--- config.mk ---
export PLATFORM = sky130hd
export DESIGN_NAME = rail_release_ctrl
export DESIGN_NICKNAME = d
export VERILOG_FILES = /design/src/rtl/rrc_pkg.sv /design/src/rtl/rrc_regs.sv /design/src/rtl/rrc_cond.sv /design/src/rtl/rrc_delay.sv /design/src/rtl/rail_release_ctrl.sv
export SDC_FILE = /design/constraint.sdc
export NUM_CORES = 1
export LEC_CHECK = 0
export ABC_CLOCK_PERIOD_IN_PS = 1700
export CORE_MARGIN = 4
export CORE_UTILIZATION = 58
export CTS_BUF_LIST = sky130_fd_sc_hd__clkbuf_8
export CTS_CLUSTER_SIZE = 16
export DETAILED_ROUTE_END_ITERATION = 8
export DONT_BUFFER_PORTS = 1
export PLACE_DENSITY = 0.82
export SLEW_MARGIN = 20
export SYNTH_ARGS = -nofsm -noshare
export SYNTH_HDL_FRONTEND = slang
export SYNTH_SLANG_ARGS = --single-unit
--- constraint.sdc ---
create_clock -name clk -period 1.7 [get_ports clk]
set_input_delay 0.51 -clock clk [delete_from_list [all_inputs] [get_ports clk]]
set_output_delay 0.51 -clock clk [all_outputs]
set_load 0.03 [all_outputs]
--- src/rtl/rrc_pkg.sv ---
package rrc_pkg;

   // number of removal conditions and width of each latency code
   localparam int NCOND = 5;
   localparam int LAT_W = 2;

   // condition slots; also the enable bit positions in the config word
   localparam int C_LDIS  = 0;
   localparam int C_L23   = 1;
   localparam int C_NODEV = 2;
   localparam int C_HPLUG = 3;
   localparam int C_FNOFF = 4;

   localparam int CFG_BITS = NCOND + 2 * LAT_W;

   typedef struct packed {
      logic [LAT_W-1:0] prop_lat;
      logic [LAT_W-1:0] sup_lat;
      logic [NCOND-1:0] en;
   } rrc_cfg_t;

endpackage

--- src/rtl/rrc_regs.sv ---
module rrc_regs
   import rrc_pkg::*;
#(
   parameter int SUP_RST  = 1,
   parameter int PROP_RST = 0
) (
   input  logic        clk,
   input  logic        rst_n,
   input  logic        we,
   input  logic [31:0] wdata,
   output rrc_cfg_t    cfg,
   output logic [31:0] rdata
);

   localparam int PAD_W = 32 - CFG_BITS;

   logic unused_hi;
   assign unused_hi = ^wdata[31:CFG_BITS];

   always_ff @(posedge clk or negedge rst_n) begin
      if (!rst_n) begin
         cfg.en       <= '0;
         cfg.sup_lat  <= LAT_W'(SUP_RST);
         cfg.prop_lat <= LAT_W'(PROP_RST);
      end else if (we) begin
         cfg <= rrc_cfg_t'(wdata[CFG_BITS-1:0]);
      end
   end

   assign rdata = {{PAD_W{1'b0}}, cfg};

endmodule

--- src/rtl/rrc_cond.sv ---
module rrc_cond #(
   parameter int NC      = 5,
   parameter bit REG_OUT = 1'b1
) (
   input  logic          clk,
   input  logic          rst_n,
   input  logic [NC-1:0] en,
   input  logic [NC-1:0] raw,
   input  logic          restore,
   output logic          rm_n
);

   logic [NC-1:0] hit;
   logic          want;

   for (genvar i = 0; i < NC; i++) begin : g_gate
      assign hit[i] = en[i] & raw[i];
   end

   assign want = (|hit) & ~restore;

   if (REG_OUT) begin : g_reg
      logic rm_n_q;
      always_ff @(posedge clk or negedge rst_n) begin
         if (!rst_n) rm_n_q <= 1'b1;
         else        rm_n_q <= ~want;
      end
      assign rm_n = rm_n_q;
   end else begin : g_comb
      logic unused_clk;
      assign unused_clk = clk ^ rst_n;
      assign rm_n = ~want;
   end

endmodule

--- src/rtl/rrc_delay.sv ---
module rrc_delay #(
   parameter int LAT_W    = 2,
   parameter int LAT_UNIT = 16
) (
   input  logic             clk,
   input  logic             rst_n,
   input  logic             arm,
   input  logic             run,
   input  logic [LAT_W-1:0] lat,
   output logic             busy
);

   localparam int MAXC  = (1 << LAT_W) * LAT_UNIT;
   localparam int CNT_W = (MAXC > 2) ? $clog2(MAXC) : 1;

   logic [CNT_W-1:0] cnt;
   logic [CNT_W-1:0] last;

   assign last = CNT_W'((int'(lat) + 1) * LAT_UNIT - 1);

   always_ff @(posedge clk or negedge rst_n) begin
      if (!rst_n) begin
         busy <= 1'b0;
         cnt  <= '0;
      end else if (arm) begin
         busy <= 1'b1;
         cnt  <= '0;
      end else if (busy && run) begin
         if (cnt == last) busy <= 1'b0;
         else             cnt  <= cnt + 1'b1;
      end
   end

endmodule

--- src/rtl/rail_release_ctrl.sv ---
module rail_release_ctrl
   import rrc_pkg::*;
#(
   parameter int LAT_UNIT = 16,
   parameter int SUP_RST  = 1,
   parameter int PROP_RST = 0,
   parameter bit REG_OUT  = 1'b1
) (
   input  logic        clk,
   input  logic        rst_n,
   input  logic        cfg_we,
   input  logic [31:0] cfg_wdata,
   output logic [31:0] cfg_rdata,
   input  logic        lk_disabled,
   input  logic        lk_l23_d3,
   input  logic        lk_no_dev,
   input  logic        lk_unowned,
   input  logic        lk_in_detect,
   input  logic        clkreq_n,
   input  logic        lk_fn_off,
   input  logic        pm_restore,
   input  logic        pll_locked,
   input  logic        ctx_done,
   input  logic        early_bl,
   output logic        rail_rm_en_n,
   output logic        link_rst,
   output logic        bnd_lock
);

   initial begin
      assert (LAT_UNIT >= 1) else $error("LAT_UNIT must be at least 1");
      assert (SUP_RST >= 0 && SUP_RST < (1 << LAT_W)) else $error("SUP_RST out of range");
      assert (PROP_RST >= 0 && PROP_RST < (1 << LAT_W)) else $error("PROP_RST out of range");
   end

   rrc_cfg_t         cfg;
   logic [NCOND-1:0] raw;
   logic             sup_run;
   logic             prop_run;

   rrc_regs #(
      .SUP_RST (SUP_RST),
      .PROP_RST(PROP_RST)
   ) u_regs (
      .clk  (clk),
      .rst_n(rst_n),
      .we   (cfg_we),
      .wdata(cfg_wdata),
      .cfg  (cfg),
      .rdata(cfg_rdata)
   );

   assign raw[C_LDIS]  = lk_disabled;
   assign raw[C_L23]   = lk_l23_d3;
   assign raw[C_NODEV] = lk_no_dev & lk_unowned;
   assign raw[C_HPLUG] = lk_in_detect & clkreq_n;
   assign raw[C_FNOFF] = lk_fn_off;

   rrc_cond #(
      .NC     (NCOND),
      .REG_OUT(REG_OUT)
   ) u_cond (
      .clk    (clk),
      .rst_n  (rst_n),
      .en     (cfg.en),
      .raw    (raw),
      .restore(pm_restore),
      .rm_n   (rail_rm_en_n)
   );

   // suppression delay counts once restore is gone and the PLL is locked
   assign sup_run = ~pm_restore & pll_locked;

   rrc_delay #(
      .LAT_W   (LAT_W),
      .LAT_UNIT(LAT_UNIT)
   ) u_sup (
      .clk  (clk),
      .rst_n(rst_n),
      .arm  (pm_restore),
      .run  (sup_run),
      .lat  (cfg.sup_lat),
      .busy (link_rst)
   );

   // propagation delay is chained behind the release of link reset
   assign prop_run = ~link_rst & ctx_done & ~early_bl;

   rrc_delay #(
      .LAT_W   (LAT_W),
      .LAT_UNIT(LAT_UNIT)
   ) u_prop (
      .clk  (clk),
      .rst_n(rst_n),
      .arm  (pm_restore),
      .run  (prop_run),
      .lat  (cfg.prop_lat),
      .busy (bnd_lock)
   );

endmodule

# Word level (Yosys, flattened, before mapping)
# Index checks and enable logic that the tools add are counted.
# W data, S select, Z words.
[classes]
n_bitwise = 15
n_mux = 12
eq_ne = 4
reduce_logical = 11
add_sub_neg = 6
[op_table]
columns = ["cell", "n"]
rows = [
  ["$mux W6", 6],
  ["$add A6 B1 Y6 const B", 2],
  ["$eq A6 B6 Y1", 2],
  ["$sub A6 B2 Y6 const B", 2],
  ["$and A1 B1 Y1", 11],
  ["$reduce_and A2 Y1", 4],
  ["$reduce_bool A2 Y1", 4],
  ["$mux W1", 6],
  ["$reduce_or A5 Y1", 1],
  ["$add A2 B1 Y2 const B", 2],
  ["$ne A2 B2 Y1 const B", 2],
  ["$not A1 Y1", 4],
  ["$logic_and A1 B1 Y1", 2],
]
[totals]
reg_bits = 24
out_inout_bits = 35
wordCells = 56
inputBits = 46

# Longest topological paths before layout
# Gate-level depths: netlist of run 1.
[depth]
ltp_word = 6
depth_mapped = 6
ltp_nobuf = 5

# Cells and area by module
# A second synthesis of run 1 with hierarchy kept.
[unflattened]
hier_cells = 160
hier_area_um2 = 1662.8
[modules_own_cells]
columns = ["mod", "n_inst", "area_per_inst_um2", "cells_each"]
rows = [
  ["rrc_delay", 2, 481.7, 50],
  ["rrc_regs", 1, 616.8, 52],
  ["rrc_cond", 1, 51.3, 4],
  ["rail_release_ctrl", 1, 31.3, 4],
]

# Worst setup path after synthesis of run 1
# No wires, ideal clock.
[synth_timing]
path_kind = "reg2reg"
start = "reg u_sup.busy"
end = "reg u_prop.cnt[5]"
setup_slack_ps = 112
period_less_slack_ps = 1588
path_buffers = 0
path_stages_with_launch = 5
t_required_ps = 1622
arrival_time_ps = 1509
cell_sequence = "dfrtp_1 > and4bb_4 > o31ai_4 > or4_1 > a21oi_1"
[synth_via]
elab_chain_cells = 6
[synth_lines]
columns = ["element", "line_no", "rtl"]
rows = [
  ["start, declared", "rrc_delay.sv:10", "output logic busy"],
  ["start signal, assigned", "rrc_delay.sv:23", "busy <= 1'b0;"],
  ["start signal, assigned", "rrc_delay.sv:26", "busy <= 1'b1;"],
  ["start signal, assigned", "rrc_delay.sv:29", "if (cnt == last) busy <= 1'b0;"],
  ["$not A1 Y1", "rail_release_ctrl.sv:87", "assign prop_run = ~link_rst & ctx_done & ~early_bl;"],
  ["$and A1 B1 Y1 (2 in series)", "rail_release_ctrl.sv:87", ""],
  ["$logic_and A1 B1 Y1", "rrc_delay.sv:28", "end else if (busy && run) begin"],
  ["$reduce_bool A2 Y1 (no source line)", "--", ""],
  ["$reduce_and A2 Y1 (no source line)", "--", ""],
  ["end signal, assigned", "rrc_delay.sv:30", "else cnt <= cnt + 1'b1;"],
  ["end, declared", "rrc_delay.sv:16", "logic [CNT_W-1:0] cnt;"],
]
# Every way passes these cells.
# A chain may end at the register's enable or synchronous reset.

# Final worst setup path of run 1
[layout_timing]
start = "reg u_sup.cnt[0]"
end = "reg u_sup.cnt[4]"
[layout_via]
elab_chain_cells = 4
[layout_lines]
columns = ["element", "line_no", "rtl"]
rows = [
  ["start, declared", "rrc_delay.sv:16", ""],
  ["start signal, assigned", "rrc_delay.sv:30", ""],
  ["$add A6 B1 Y6", "rrc_delay.sv:30", ""],
  ["$mux W6", "rrc_delay.sv:29", ""],
  ["$mux W6", "rrc_delay.sv:28", ""],
  ["$mux W6", "rrc_delay.sv:25", "end else if (arm) begin"],
]
# Parallel ways exist; a longest one is shown, timed or not. The select of a mux whose other input is x is not followed.

==> summary.md, run 1 <==
| Metric | Value |
|---|---|
| WP data arrival | 1.75 ns |
| Number of distinct library cells after synthesis | 35 |
| Number of sinks driven by the clock tree | 24 |
| Antenna violations before repair | 1 |
| Setup Skew | 0.00215 ns |
| Status | finished clean |
| Setup repair after global routing missed its margin | false |
| Launching point of the worst reg2reg path | u_sup.cnt[0]$_DFFE_PN0P_ |
| Number of design-rule violations left by the first detailed-router iteration | 31 |
| Proportion of layout cells with a drive suffix above 1 | 21.7% |
| CTS clock-pin slew for the worst setup and hold paths | 0.08 ns |
| Seq/Total Area, Yosys | 44.8% |
| Slew at the pin closest to its max-slew limit | 0.972 ns |
| CTS Root Buffer Type | sky130_fd_sc_hd__clkbuf_8 |
| Number of nets still failing antenna checks after routing | 0 |
| Clock latency on the worst-skew pair | 0.26 ns |
| Placed standard-cell area | 1320 um2 |
| Total setup buffers inserted after CTS | 0 |
| DRT Pass-1 Iters | 4 |
| Number of placement rows | 17 |
| Clock share of power | 27.7% |
| Global route overflow | 0 |
| Wire length of the first global-routing pass | 3930 um |
| Number of maximum-capacitance violations | 0 |
| Max-slew violation count | 0 |
| Number of nets at the end of the flow | 179 |
| Leakage power | 0.601 nW |
| Die W | 56.2 um |
| Final critical path time including I/O delays and setup | 1.59 ns |
| Mapped Avg Cell Area | 10.9 um2 |
| DIE AREA | 3160 um2 |
| Met2 usage in global routing | 27.2% |
| Fraction of power consumed by sequential logic | 56.3% |
| Number of placed I/O pins | 81 |
| Placed wire-length estimate after detailed placement | 1770 um |
| Critical path, cell by cell | ha_1, and3_1, a31oi_4, a21oi_1, a31o_2 |
| Gpl congestion | 0.891 |
| Aggregate negative setup slack | 0 ns |
| Switching portion of total power | 30.2% |
| Critical path fanouts, max | 7 |
| GR Layer Usage met1 | 18.0% |
| DRC violation count after routing | 0 |
| Area of all placed cells without fillers | 1390 um2 |
| Worst endpoint required time | 1.86 ns |
| Part of the power in combinational logic | 16.0% |
| Final period util | 93.5% |
| Post-synthesis instance area | 1350 um2 |
| CTS tree | yes |
| Count of fill cells added during filler insertion | 185 |
| Stage delay of the slowest cell on the critical path | 0.41 ns |
| Global-route usage over all layers | 16.2% |
| Maximum resistive drop on vdd | 0.000931 V |
| Syn. warnings | 0 |
| Final hold violations | 0 |
| Upper clock frequency limit | 629 MHz |
| Critical path's slowest cell | sky130_fd_sc_hd__dfrtp_1 |
| Die extent in y | 56.2 um |
| Number of H-tree branching levels | 1 |
| Worst relative slew slack | 35.0% |
| Met3 Use GR | 7.89% |
| CP Launch Point | u_sup.cnt[0]$_DFFE_PN0P_ |
| Count of buffers inserted at the top-level ports | 0 |
| Synth Instances | 124 |
| Switching power total | 0.353 mW |
| Path type of the worst min-delay path | input port to async pin |
| Total power divided by cell area | 844 nW/um2 |
| #FFs+latches synth | 24 |
| Vias in the first global route | 880 |
| Area delta synth->final | 2.79% |
| Via total after detailed routing | 855 |
| Vias/cell | 5.41 |
| Max clock buf depth | 2 |
| Routed length per placed instance | 15.1 um |
| Crit path kind | flip-flop to flip-flop |
| Internal | 0.816 mW |
| Kind of launch point of the worst setup path | flip-flop |
| Effective utilization at floorplan | 60.9% |
| Type of element capturing the critical path | flip-flop |
| Clock buffers created by TritonCTS | 3 |
| Pin count of the biggest net entering global routing | 23 |
| Final wirelength | 2390 um |
| Busiest metal layer after global routing | met2 |
| Count of endpoints failing setup in the final report | 0 |
| Core footprint | 2210 um2 |
-- worst max-delay path, delay by kind of cell, from the launching register on --
family	cells	cell delay (ns)
AND/OR/NAND/NOR	1	0.28
adder cells (fa/ha/maj)	1	0.22
flip-flops	1	0.41
AO/OA/AOI/OAI	3	0.57
-- cells in the mapped netlist --
master                     number  share of area (%)
sky130_fd_sc_hd__buf_4         23                 13
sky130_fd_sc_hd__dfrtp_1       22                 41
sky130_fd_sc_hd__mux2_2         9                7.5
sky130_fd_sc_hd__nor2_1         8                2.2
sky130_fd_sc_hd__nand2_1        5                1.4
sky130_fd_sc_hd__nand3_1        5                1.9
sky130_fd_sc_hd__xnor2_1        5                3.2
sky130_fd_sc_hd__a21oi_1        4                1.5
sky130_fd_sc_hd__clkbuf_1       4                1.1
sky130_fd_sc_hd__o21ai_0        3                1.1
sky130_fd_sc_hd__a21o_1         2                1.1
sky130_fd_sc_hd__a311oi_1       2                1.3
sky130_fd_sc_hd__a31o_2         2                1.3
sky130_fd_sc_hd__dfstp_2        2                3.9
sky130_fd_sc_hd__ha_1           2                1.9
sky130_fd_sc_hd__mux2i_1        2                1.5
sky130_fd_sc_hd__nand2b_1       2               0.93
sky130_fd_sc_hd__nand4_1        2               0.93
sky130_fd_sc_hd__or3_1          2               0.93
sky130_fd_sc_hd__or4_1          2                1.1
sky130_fd_sc_hd__xor2_2         2                2.4
sky130_fd_sc_hd__a222oi_1       1               0.74
sky130_fd_sc_hd__a31oi_1        1               0.46
sky130_fd_sc_hd__a31oi_2        1               0.93
sky130_fd_sc_hd__and3_1         1               0.46
sky130_fd_sc_hd__and4bb_4       1                1.2
sky130_fd_sc_hd__conb_1         1               0.28
sky130_fd_sc_hd__inv_1          1               0.28
sky130_fd_sc_hd__nand3_2        1               0.74
sky130_fd_sc_hd__nor2b_1        1               0.46
sky130_fd_sc_hd__nor3_1         1               0.37
sky130_fd_sc_hd__o21ai_1        1               0.37
sky130_fd_sc_hd__o31ai_1        1               0.56
sky130_fd_sc_hd__o31ai_4        1                1.6
sky130_fd_sc_hd__xor2_1         1               0.65
-- metrics by stage --
| stage | hold WS [ns] | util [%] | total power, mW | std cells | setup slack [ns] |
|---|---|---|---|---|---|
| after global routing | 0.0540 | 62.6 | 1.23 | 158 | 0.0177 |
| after floorplan | 0.214 | - | 0.861 | 146 | 0.112 |
| final | 0.0804 | 62.6 | 1.17 | 158 | 0.111 |
| after detailed placement | 0.215 | 59.8 | 0.843 | 153 | 0.0800 |
| after CTS | 0.0726 | 62.1 | 1.18 | 157 | 0.0565 |
| after global placement | 0.215 | 59.8 | 0.837 | 153 | 0.111 |
-- power groups by stage --
| stage | sequential, mW | clock, mW | combinational [mW] |
|---|---|---|---|
| 4_1_cts | 0.659 | 0.335 | 0.185 |
| 3_3_place_gp | 0.668 | 0 | 0.169 |
| 5_1_grt | 0.663 | 0.363 | 0.202 |
| 6_report | 0.658 | 0.323 | 0.187 |
| 2_1_floorplan | 0.685 | 0 | 0.176 |
| 3_5_place_dp | 0.670 | 0 | 0.173 |
-- final cells by class --
class                           count  area, um2  share of cell area [%]
Inverter                            1       3.75                   0.271
Sequential cell                    24        603                    43.5
Timing Repair Buffer                7       55.1                    3.97
Multi-Input combinational cell     94        644                    46.5
Clock buffer                        3       41.3                    2.98
Tap cell                           28       35.0                    2.53
Antenna cell                        1       2.50                   0.181
-- flip-flops by register name, summed over array words and instances (netlist names) --
signal,flops
u_sup.cnt,6
u_regs.cfg,9
u_sup.busy,1
u_prop.cnt,6
u_cond.rm_n,1
u_prop.busy,1
-- worst paths after layout --
check,cells past startpoint,endpoint,slack [ns]
max in group asynchronous,1,u_regs.cfg[1]$_DFFE_PN0P_,0.26
worst max-delay path,5,u_sup.cnt[4]$_DFFE_PN0P_,0.11
worst min register to register,2,u_sup.cnt[2]$_DFFE_PN0P_,0.57
worst max register to register,5,u_sup.cnt[4]$_DFFE_PN0P_,0.11
worst min-delay path,0,u_regs.cfg[5]$_DFFE_PN1P_,0.08
min in group clk,1,u_prop.cnt[2]$_DFFE_PN0P_,0.30
-- layer usage --
layer  wire length (um)  vias to the layer above  share of wire [%]
met4                 13                        0               0.54
met5                  0                        -                  0
met2               1240                       38                 52
met1                892                      415                 37
met3                242                        2                 10
li1                   -                      400                  -
-- placed cells by master (no fill, tap or decap), types with 3 or more instances in the layout --
cell type                   n
sky130_fd_sc_hd__o21ai_0    3
sky130_fd_sc_hd__mux2_2     9
sky130_fd_sc_hd__clkbuf_8   3
sky130_fd_sc_hd__a21oi_1    4
sky130_fd_sc_hd__conb_1    23
sky130_fd_sc_hd__buf_4      6
sky130_fd_sc_hd__nand3_1    5
sky130_fd_sc_hd__xnor2_1    5
sky130_fd_sc_hd__nor2_1     8
sky130_fd_sc_hd__nand2_1    5
sky130_fd_sc_hd__dfrtp_1   22
-- what timing repair did --
action | 4_1_cts | 5_1_grt
hold buffers | 1 | 0
hold endpoints to repair | 22 | 0
setup endpoints to repair | 0 | 3
resized for setup | 0 | 1
-- cells by family (layout without fill, tap and decap cells) --
group | Yosys count | after routing | synth area share (%)
compound gates | 19 | 19 | 11.0
xor+xnor | 8 | 8 | 6.31
fa+ha+maj | 2 | 2 | 1.86
buf+inv | 28 | 11 | 14.2
flops | 24 | 24 | 44.8
mux | 11 | 11 | 9.01
other cells | 1 | 24 | 0.278
simple gates | 31 | 31 | 12.6
No activity file was read; power rests on OpenSTA's default activity.
==> run 2: changes to the inputs <==
Settings changed: ABC_AREA from default to 1, CORE_UTILIZATION 58 to 59, PLACE_DENSITY 0.82 to 0.84, SETUP_SLACK_MARGIN from default to 0.3.
==> run 2 against run 1 <==
  * The run now ends with negative hold slack left
  * Die area increased by 7.5%
  * Setup slack better by 0.16 ns
  * Sequential share of layout area down 5.5 points
  * Power grew 2.2%
  * Maximum frequency up 12%
  * Core utilization increased by 6.7 points
  * Sequential power is 3.2% higher
  * Critical path depth down 5
  * Critical endpoint is now cfg_rdata[5]
  * Largest cell class unchanged
==> summary.md, run 2 <==
| Metric | Value |
|---|---|
| Status | finished with violations |
| Violations in the final reports | negative hold slack |
| CTS Root Buffer Type | sky130_fd_sc_hd__clkbuf_8 |
| Fraction of power consumed by sequential logic | 56.8% (+0.5 points) |
| DIE AREA | 3400 um2 (+7.5%) |
| Crit path kind | flip-flop to primary output |
| Effective utilization at floorplan | 64.9% (+4.0 points) |
| Switching portion of total power | 31.7% (+1.5 points) |
| Number of maximum-capacitance violations | 0 (unchanged) |
| CTS clock-pin slew for the worst setup and hold paths | 0.08 ns (about the same) |
| Upper clock frequency limit | 702 MHz (+12%) |
| Kind of launch point of the worst setup path | flip-flop |
| Total chip power | 1.19 mW (+2.2%) |
| Global-route usage over all layers | 19.1% (+2.9 points) |
| Final period util | 83.8% (-9.7 points) |
| Routed length per placed instance | 15.7 um (+3.9%) |
| Number of sinks driven by the clock tree | 24 (unchanged) |
| Count of endpoints failing setup in the final report | 0 (unchanged) |
| Biggest area contributors in the synthesized netlist | sky130_fd_sc_hd__dfrtp_1, sky130_fd_sc_hd__nand2_1, sky130_fd_sc_hd__buf_4 |
| Seq/Total Area, Yosys | 40.4% (-4.3 points) |
| Count of buffers inserted at the top-level ports | 0 (unchanged) |
| Clock latency on the worst-skew pair | 0.27 ns (about the same) |
| WP data arrival | 0.91 ns (-0.84 ns) |
| Final-layout worst hold slack | -0.0730 ns (-0.153 ns) |
| Leakage power | 0.798 nW (+33%) |
| Gpl congestion | 0.840 (-5.7%) |
| Antenna violations before repair | 0 (-1) |
| Final wirelength | 3490 um (+46%) |
| Max clock buf depth | 2 (unchanged) |
| Pin count of the biggest net entering global routing | 25 (+8.7%) |
| Most frequent cell after synthesis | sky130_fd_sc_hd__nand2_1 |
| Final hold violations | 22 (+22) |
| Reg2reg setup slack | 0.29 ns (+0.18 ns) |
| Critical path fanouts, max | 3 (-4) |
| Number of distinct library cells after synthesis | 25 (-29%) |
| Maximum resistive drop on vdd | 0.000684 V (-27%) |
| Die extent in y | 58.3 um (+3.7%) |
| Biggest area consumer among synthesized cells | sky130_fd_sc_hd__dfrtp_1 |
| DRC violation count after routing | 0 (unchanged) |
| Final critical path time including I/O delays and setup | 1.42 ns (-0.165 ns) |
| Max-slew violation count | 0 (unchanged) |
| Clock share of power | 28.2% (+0.5 points) |
| Share of the synthesized area in the top cell type | 36.9% (-3.9 points) |
| Mapped Avg Cell Area | 8.06 um2 (-26%) |
| Number of nets at the end of the flow | 243 (+36%) |
| Number of placed I/O pins | 81 (unchanged) |
| Number of placement rows | 17 (unchanged) |
| Count of inserted antenna diode cells | 0 (-1) |
| Type of element capturing the critical path | primary output |
| Synth Instances | 185 (+49%) |
| Post-synthesis instance area | 1490 um2 (+11%) |
| #FFs+latches synth | 24 (unchanged) |
| Proportion of layout cells with a drive suffix above 1 | 21.6% (-0.056 points) |
| Most instantiated cells after synthesis | sky130_fd_sc_hd__nand2_1, sky130_fd_sc_hd__buf_4, sky130_fd_sc_hd__dfrtp_1 |
| Number of H-tree branching levels | 1 (unchanged) |
| Placed wire-length estimate after detailed placement | 2220 um (+25%) |
| Via total after detailed routing | 1,228 (+44%) |
| Wire length of the first global-routing pass | 5040 um (+28%) |
| Vias in the first global route | 1,147 (+30%) |
| Total power divided by cell area | 751 nW/um2 (-11%) |
| Internal | 0.816 mW (about the same) |
| Vias/cell | 5.53 (+2.2%) |
| Aggregate negative setup slack | 0 ns (unchanged) |
| Register bank with the most flops | u_regs.cfg |
| Largest registers | u_regs.cfg x9, u_prop.cnt x6, u_sup.cnt x6 |
| Final core occ | 69.3% (+6.7 points) |
| Prevailing post-synth register cell | sky130_fd_sc_hd__dfrtp_1 |
| Path type of the worst min-delay path | input port to async pin |
| CTS tree | yes |
| Core footprint | 2300 um2 (+3.8%) |
| Count of flip-flops with a built-in enable after synthesis | 0 (unchanged) |
| Clock buffers created by TritonCTS | 3 (unchanged) |
| Syn. warnings | 0 (unchanged) |
| Setup repair after global routing missed its margin | true |
| Setup Skew | 0.00455 ns (+0.00241 ns) |
| Commonest non-fill, non-tap cells in the layout | sky130_fd_sc_hd__nand2_1, sky130_fd_sc_hd__conb_1, sky130_fd_sc_hd__nand3_1, sky130_fd_sc_hd__dfrtp_1 |
| Worst endpoint required time | 1.19 ns (-0.67 ns) |
| Number of nets still failing antenna checks after routing | 0 (unchanged) |
| Synth async-reset ratio | 100% (unchanged) |
| Die W | 58.3 um (+3.7%) |
| Leading cell type in the layout, fill and taps excluded | sky130_fd_sc_hd__nand2_1 |
| DRT Pass-1 Iters | 4 (unchanged) |
| Area delta synth->final | 6.71% |
| Global route overflow | 0 (unchanged) |
| Number of flip-flops under the largest register name | 9 (unchanged) |
| Switching power total | 0.379 mW (+7.4%) |
| Part of the power in combinational logic | 15.0% (-1.0 points) |
| Number of design-rule violations left by the first detailed-router iteration | 53 (+71%) |
| Count of fill cells added during filler insertion | 157 (-15%) |
==> run 2: logic make-up (layout without fill, tap and decap cells) <==
| family | count (synthesis) | in the layout | synth area share [%] |
|---|---|---|---|
| adder cells (fa/ha/maj) | 2 | 2 | 1.68 |
| other | 1 | 23 | 0.251 |
| flip-flops | 24 | 24 | 40.4 |
| AO/OA/AOI/OAI | 7 | 7 | 2.35 |
| buffers and inverters | 41 | 28 | 16.6 |
| multiplexers | 6 | 6 | 4.53 |
| AND/OR/NAND/NOR | 99 | 99 | 31.2 |
| XOR/XNOR | 5 | 5 | 2.94 |
==> run 2: timing repair <==
| action | CTS | global route |
|---|---|---|
| hold endpoints to repair | 22 | 22 |
| setup endpoints to repair | 9 | 12 |
| gates resized for setup | 1 | 13 |
| setup buffers | 2 | 5 |
| pin swaps | 0 | 3 |
==> run 2: area by class of cell <==
cell class              count  area, um2  share of cell area (%)
repair buffers             10       75.1                    4.72
multi-input cells         142        778                    48.9
inverters                  14       52.6                    3.30
flip-flops and latches     24        606                    38.1
clock buffers               3       41.3                    2.59
well taps                  28       35.0                    2.20
clock inverters             1       3.75                   0.236
==> run 2: worst reg2reg max path, cell delays in order, from the launching register on <==
cell and delay [ns]:
sky130_fd_sc_hd__dfrtp_1 0.42, sky130_fd_sc_hd__buf_4 0.14, sky130_fd_sc_hd__buf_4 0.12, sky130_fd_sc_hd__nand2_1 0.06
sky130_fd_sc_hd__nor2_1 0.14, sky130_fd_sc_hd__nand2_1 0.09, sky130_fd_sc_hd__nand2_1 0.09, sky130_fd_sc_hd__nand2_1 0.06
sky130_fd_sc_hd__nor2_1 0.10, sky130_fd_sc_hd__nand2_1 0.07, sky130_fd_sc_hd__nand2_1 0.06
==> run 2: final timing paths <==
path / from / endpoint / depth (start not counted)
min: rst_n / u_sup.cnt[0]$_DFFE_PN0P_ / 0
max: u_regs.cfg[5]$_DFFE_PN1P_ / cfg_rdata[5] / 0
max in group asynchronous: rst_n / u_regs.cfg[5]$_DFFE_PN1P_ / 0
max reg2reg: u_prop.cnt[0]$_DFFE_PN0P_ / u_prop.cnt[5]$_DFFE_PN0P_ / 10
min reg2reg: u_regs.cfg[5]$_DFFE_PN1P_ / u_regs.cfg[5]$_DFFE_PN1P_ / 2
min in group clk: cfg_we / u_regs.cfg[5]$_DFFE_PN1P_ / 1
==> run 2: metal layers <==
layer / vias to the layer above / track usage, % / part of all wire, %
met5: - / 0 / 0
li1: 556 / - / -
met2: 88 / 34.3 / 52
met4: 0 / 4.97 / 1.9
met3: 9 / 7.35 / 11
met1: 575 / 20.9 / 35
==> run 2: through the flow <==
step | setup WS (ns) | area, um2 | std cells
2_1_floorplan | 0.429 | 1570 | 207
3_3_place_gp | 0.294 | 1440 | 211
3_5_place_dp | 0.168 | 1440 | 211
4_1_cts | 0.285 | 1500 | 217
5_1_grt | 0.209 | 1590 | 222
6_report | 0.276 | 1590 | 222
==> run 2: power by group through the flow <==
stage	Sequential, mW	Combinational (mW)	Clock (mW)
after CTS	0.673	0.165	0.334
final	0.679	0.179	0.336
after global placement	0.685	0.150	0
after detailed placement	0.686	0.156	0
after floorplan	0.684	0.180	0
after global routing	0.681	0.194	0.371
==> run 3: changes to the inputs <==
Settings changed: ABC_CLOCK_PERIOD_IN_PS 1700 to 1400, CORE_UTILIZATION 59 to 60, PLACE_DENSITY 0.84 to 0.82.
Clock period 1.7 ns to 1.4 ns, I/O delays scaled along.
==> run 3 against run 2 <==
  * The run now ends clean
  * Flip-flop and latch count unchanged
  * Global-route usage up 0.44 points
  * Design area increased by 12%
  * Routed wire length down 14%
  * Sequential power increased by 19%
  * Critical path depth grew 1
  * Core utilization up 8.1 points
  * Setup slack worse by 0.23 ns
  * Combinational power rose by 65%
  * Clock-buffer cell count up 1
  * Register-to-register slack got worse by 0.22 ns
  * First-iteration DRC count fell by 72%
  * Critical path type unchanged
==> summary.md, run 3 (same netlist as run 2, synthesis figures left out) <==
| Metric | Value |
|---|---|
| Placed wire-length estimate after detailed placement | 2060 um (-7.2%) |
| Area delta synth->final | 19.2% |
| Total power divided by cell area | 887 nW/um2 (+18%) |
| Global-route usage over all layers | 19.6% (+0.44 points) |
| Clock share of power | 30.2% (+2.0 points) |
| Status | finished clean |
| Final non-filler cell total | 229 (+3.2%) |
| Total area of sequential cells | 617 um2 (+1.9%) |
| R2R depth | 8 (-2) |
| Leading cell type in the layout, fill and taps excluded | sky130_fd_sc_hd__nand2_1 |
| Leakage power | 0.840 nW (+5.3%) |
| Number of sinks driven by the clock tree | 24 (unchanged) |
| Worst endpoint required time | 0.98 ns (-0.21 ns) |
| Die W | 57.9 um (-0.72%) |
| Inst Count DP | 215 (+1.9%) |
| Wire length of the first global-routing pass | 5020 um (-0.54%) |
| Maximum resistive drop on vdd | 0.000880 V (+29%) |
| Type of element capturing the critical path | primary output |
| Internal | 1.08 mW (+33%) |
| Family with the most delay on the worst path | flip-flops |
| DRC violation count after routing | 0 (unchanged) |
| Critical path fanouts, max | 2 (-1) |
| Part of the power in combinational logic | 18.7% (+3.7 points) |
| Commonest non-fill, non-tap cells in the layout | sky130_fd_sc_hd__nand2_1, sky130_fd_sc_hd__conb_1, sky130_fd_sc_hd__nand3_1 |
| Register bank with the most flops | u_regs.cfg |
| Hold depth | 1 |
| Crit path kind | flip-flop to primary output |
| Setup Skew | 0.00477 ns (+0.000216 ns) |
| Pin count of the biggest net entering global routing | 25 (unchanged) |
| Routed length per placed instance | 13.1 um (-17%) |
| Max-slew violation count | 0 (unchanged) |
| Number of H-tree branching levels | 1 (unchanged) |
| Clock latency on the worst-skew pair | 0.27 ns (about the same) |
| Number of nets at the end of the flow | 250 (+2.9%) |
| Number of flip-flops under the largest register name | 9 (unchanged) |
| Final wirelength | 2990 um (-14%) |
| Placed standard-cell area | 1500 um2 (+4.1%) |
| Fraction of power consumed by sequential logic | 51.1% (-5.7 points) |
| Count of fill cells added during filler insertion | 164 (+4.5%) |
| Highest signal layer in the routed design | met4 |
| Number of placed I/O pins | 81 (unchanged) |
| CTS Root Buffer Type | sky130_fd_sc_hd__clkbuf_8 |
| Count of inserted antenna diode cells | 0 (unchanged) |
| Path type of the worst min-delay path | input port to flip-flop |
| Core footprint | 2300 um2 (unchanged) |
| Critical path, cell by cell | buf_6 |
| Count of endpoints failing setup in the final report | 0 (unchanged) |
| Largest registers | u_regs.cfg x9, u_prop.cnt x6, u_sup.cnt x6 |
| Routed length on met3 | 275 um (-29%) |
| Switching power total | 0.492 mW (+30%) |
| Critical path buffers and inverters | 1 |
| CTS clock-pin slew for the worst setup and hold paths | 0.08 ns (about the same) |
| Number of nets still failing antenna checks after routing | 0 (unchanged) |
| Total chip power | 1.58 mW (+32%) |
| Count of buffers inserted at the top-level ports | 0 (unchanged) |
| Max clock buf depth | 2 (unchanged) |
| Reg2reg setup slack | 0.07 ns (-0.22 ns) |
| Number of design-rule violations left by the first detailed-router iteration | 15 (-72%) |
| Capture point of the worst reg-to-reg path | u_sup.cnt[5]$_DFFE_PN0P_ |
| DRT Pass-1 Iters | 4 (unchanged) |
| Final period util | 96.6% |
| Proportion of layout cells with a drive suffix above 1 | 35.8% (+14 points) |
| Wl on met1 | 1230 um (-0.89%) |
| Multi-input gate area in the final layout | 851 um2 (+9.3%) |
| Effective utilization at floorplan | 64.9% (unchanged) |
| Kind of launch point of the worst setup path | flip-flop |
| Endpoint, Worst Hold | u_regs.cfg[5]$_DFFE_PN1P_ |
| CTS tree | yes |
| Critical path's slowest cell | sky130_fd_sc_hd__dfstp_2 |
| Via total after detailed routing | 1,160 (-5.5%) |
| Upper clock frequency limit | 739 MHz |
| Number of placement rows | 17 (unchanged) |
| Setup repair after global routing missed its margin | true |
| Number of maximum-capacitance violations | 0 (unchanged) |
| Final hold violations | 0 (-100%) |
| Die extent in y | 57.9 um (-0.72%) |
| Vias/cell | 5.07 (-8.4%) |
| Global route overflow | 0 (unchanged) |
| Gpl congestion | 0.798 (-5.0%) |
| Start point of the worst min-delay path | cfg_we |
| Switching portion of total power | 31.2% (-0.52 points) |
| WP data arrival | 0.93 ns (+0.02 ns) |
| Area of all placed cells without fillers | 1780 um2 (+12%) |
| DIE AREA | 3350 um2 (-1.4%) |
| Stage delay of the slowest cell on the critical path | 0.54 ns |
| Clock buffers created by TritonCTS | 3 (unchanged) |
| Final critical path time including I/O delays and setup | 1.35 ns |
| Vias in the first global route | 1,145 (-0.17%) |
| Antenna violations before repair | 0 (unchanged) |
| Detailed route wirelength on metal2 | 1420 um (-21%) |
| Launching point of the worst reg2reg path | u_sup.cnt[0]$_DFFE_PN0P_ |
==> run 3: through the flow <==
stage	setup slack [ns]	util [%]	TNS, ns	hold slack (ns)
after floorplan	0.137	-	0	0.124
after global placement	0.0980	65.1	0	0.125
after detailed placement	0.0532	65.1	0	0.125
after CTS	0.0386	73.0	0	-0.169
after global routing	-0.0179	77.4	-0.0179	0.215
final	0.0470	77.4	0	0.218
==> run 3: repair_timing <==
action	4_1_cts	5_1_grt
endpoints found under the hold margin	24	24
gates resized for setup	21	16
gates cloned	0	0
pin swaps	12	9
buffers inserted	7	1
endpoints found under the setup margin	26	26
==> run 3: cell type report <==
cell class              count  area share, %
well taps                  28           1.97
clock buffers               4           3.10
multi-input cells         142           47.9
flip-flops and latches     24           34.7
inverters                  14           3.10
repair buffers             17           9.29
==> run 3: metal layers <==
layer	GRT usage, %	up-vias
li1	-	568
met1	22.5	526
met2	31.1	61
met3	7.13	5
met4	11.6	0
met5	0	-
==> run 3: power groups by stage <==
stage          sequential [mW]  combinational [mW]  clock [mW]
2_1_floorplan            0.833               0.222           0
3_3_place_gp             0.813               0.225           0
3_5_place_dp             0.813               0.231           0
4_1_cts                  0.804               0.253       0.484
5_1_grt                  0.812               0.319       0.527
6_report                 0.805               0.295       0.476
==> run 3: how the worst max path moves through the flow <==
stage | startpoint | depth (start not counted) | slack [ns] | to
detailed placement | u_prop.cnt[0]$_DFFE_PN0P_ | 8 | 0.05 | u_prop.cnt[5]$_DFFE_PN0P_
floorplan | u_sup.cnt[0]$_DFFE_PN0P_ | 8 | 0.14 | u_sup.cnt[5]$_DFFE_PN0P_
finish | u_regs.cfg[5]$_DFFE_PN1P_ | 1 | 0.05 | cfg_rdata[5]
global placement | u_sup.cnt[1]$_DFFE_PN0P_ | 8 | 0.1 | u_sup.cnt[5]$_DFFE_PN0P_
CTS | u_regs.cfg[5]$_DFFE_PN1P_ | 1 | 0.04 | cfg_rdata[5]
global route | u_sup.cnt[0]$_DFFE_PN0P_ | 8 | -0.02 | u_sup.cnt[5]$_DFFE_PN0P_
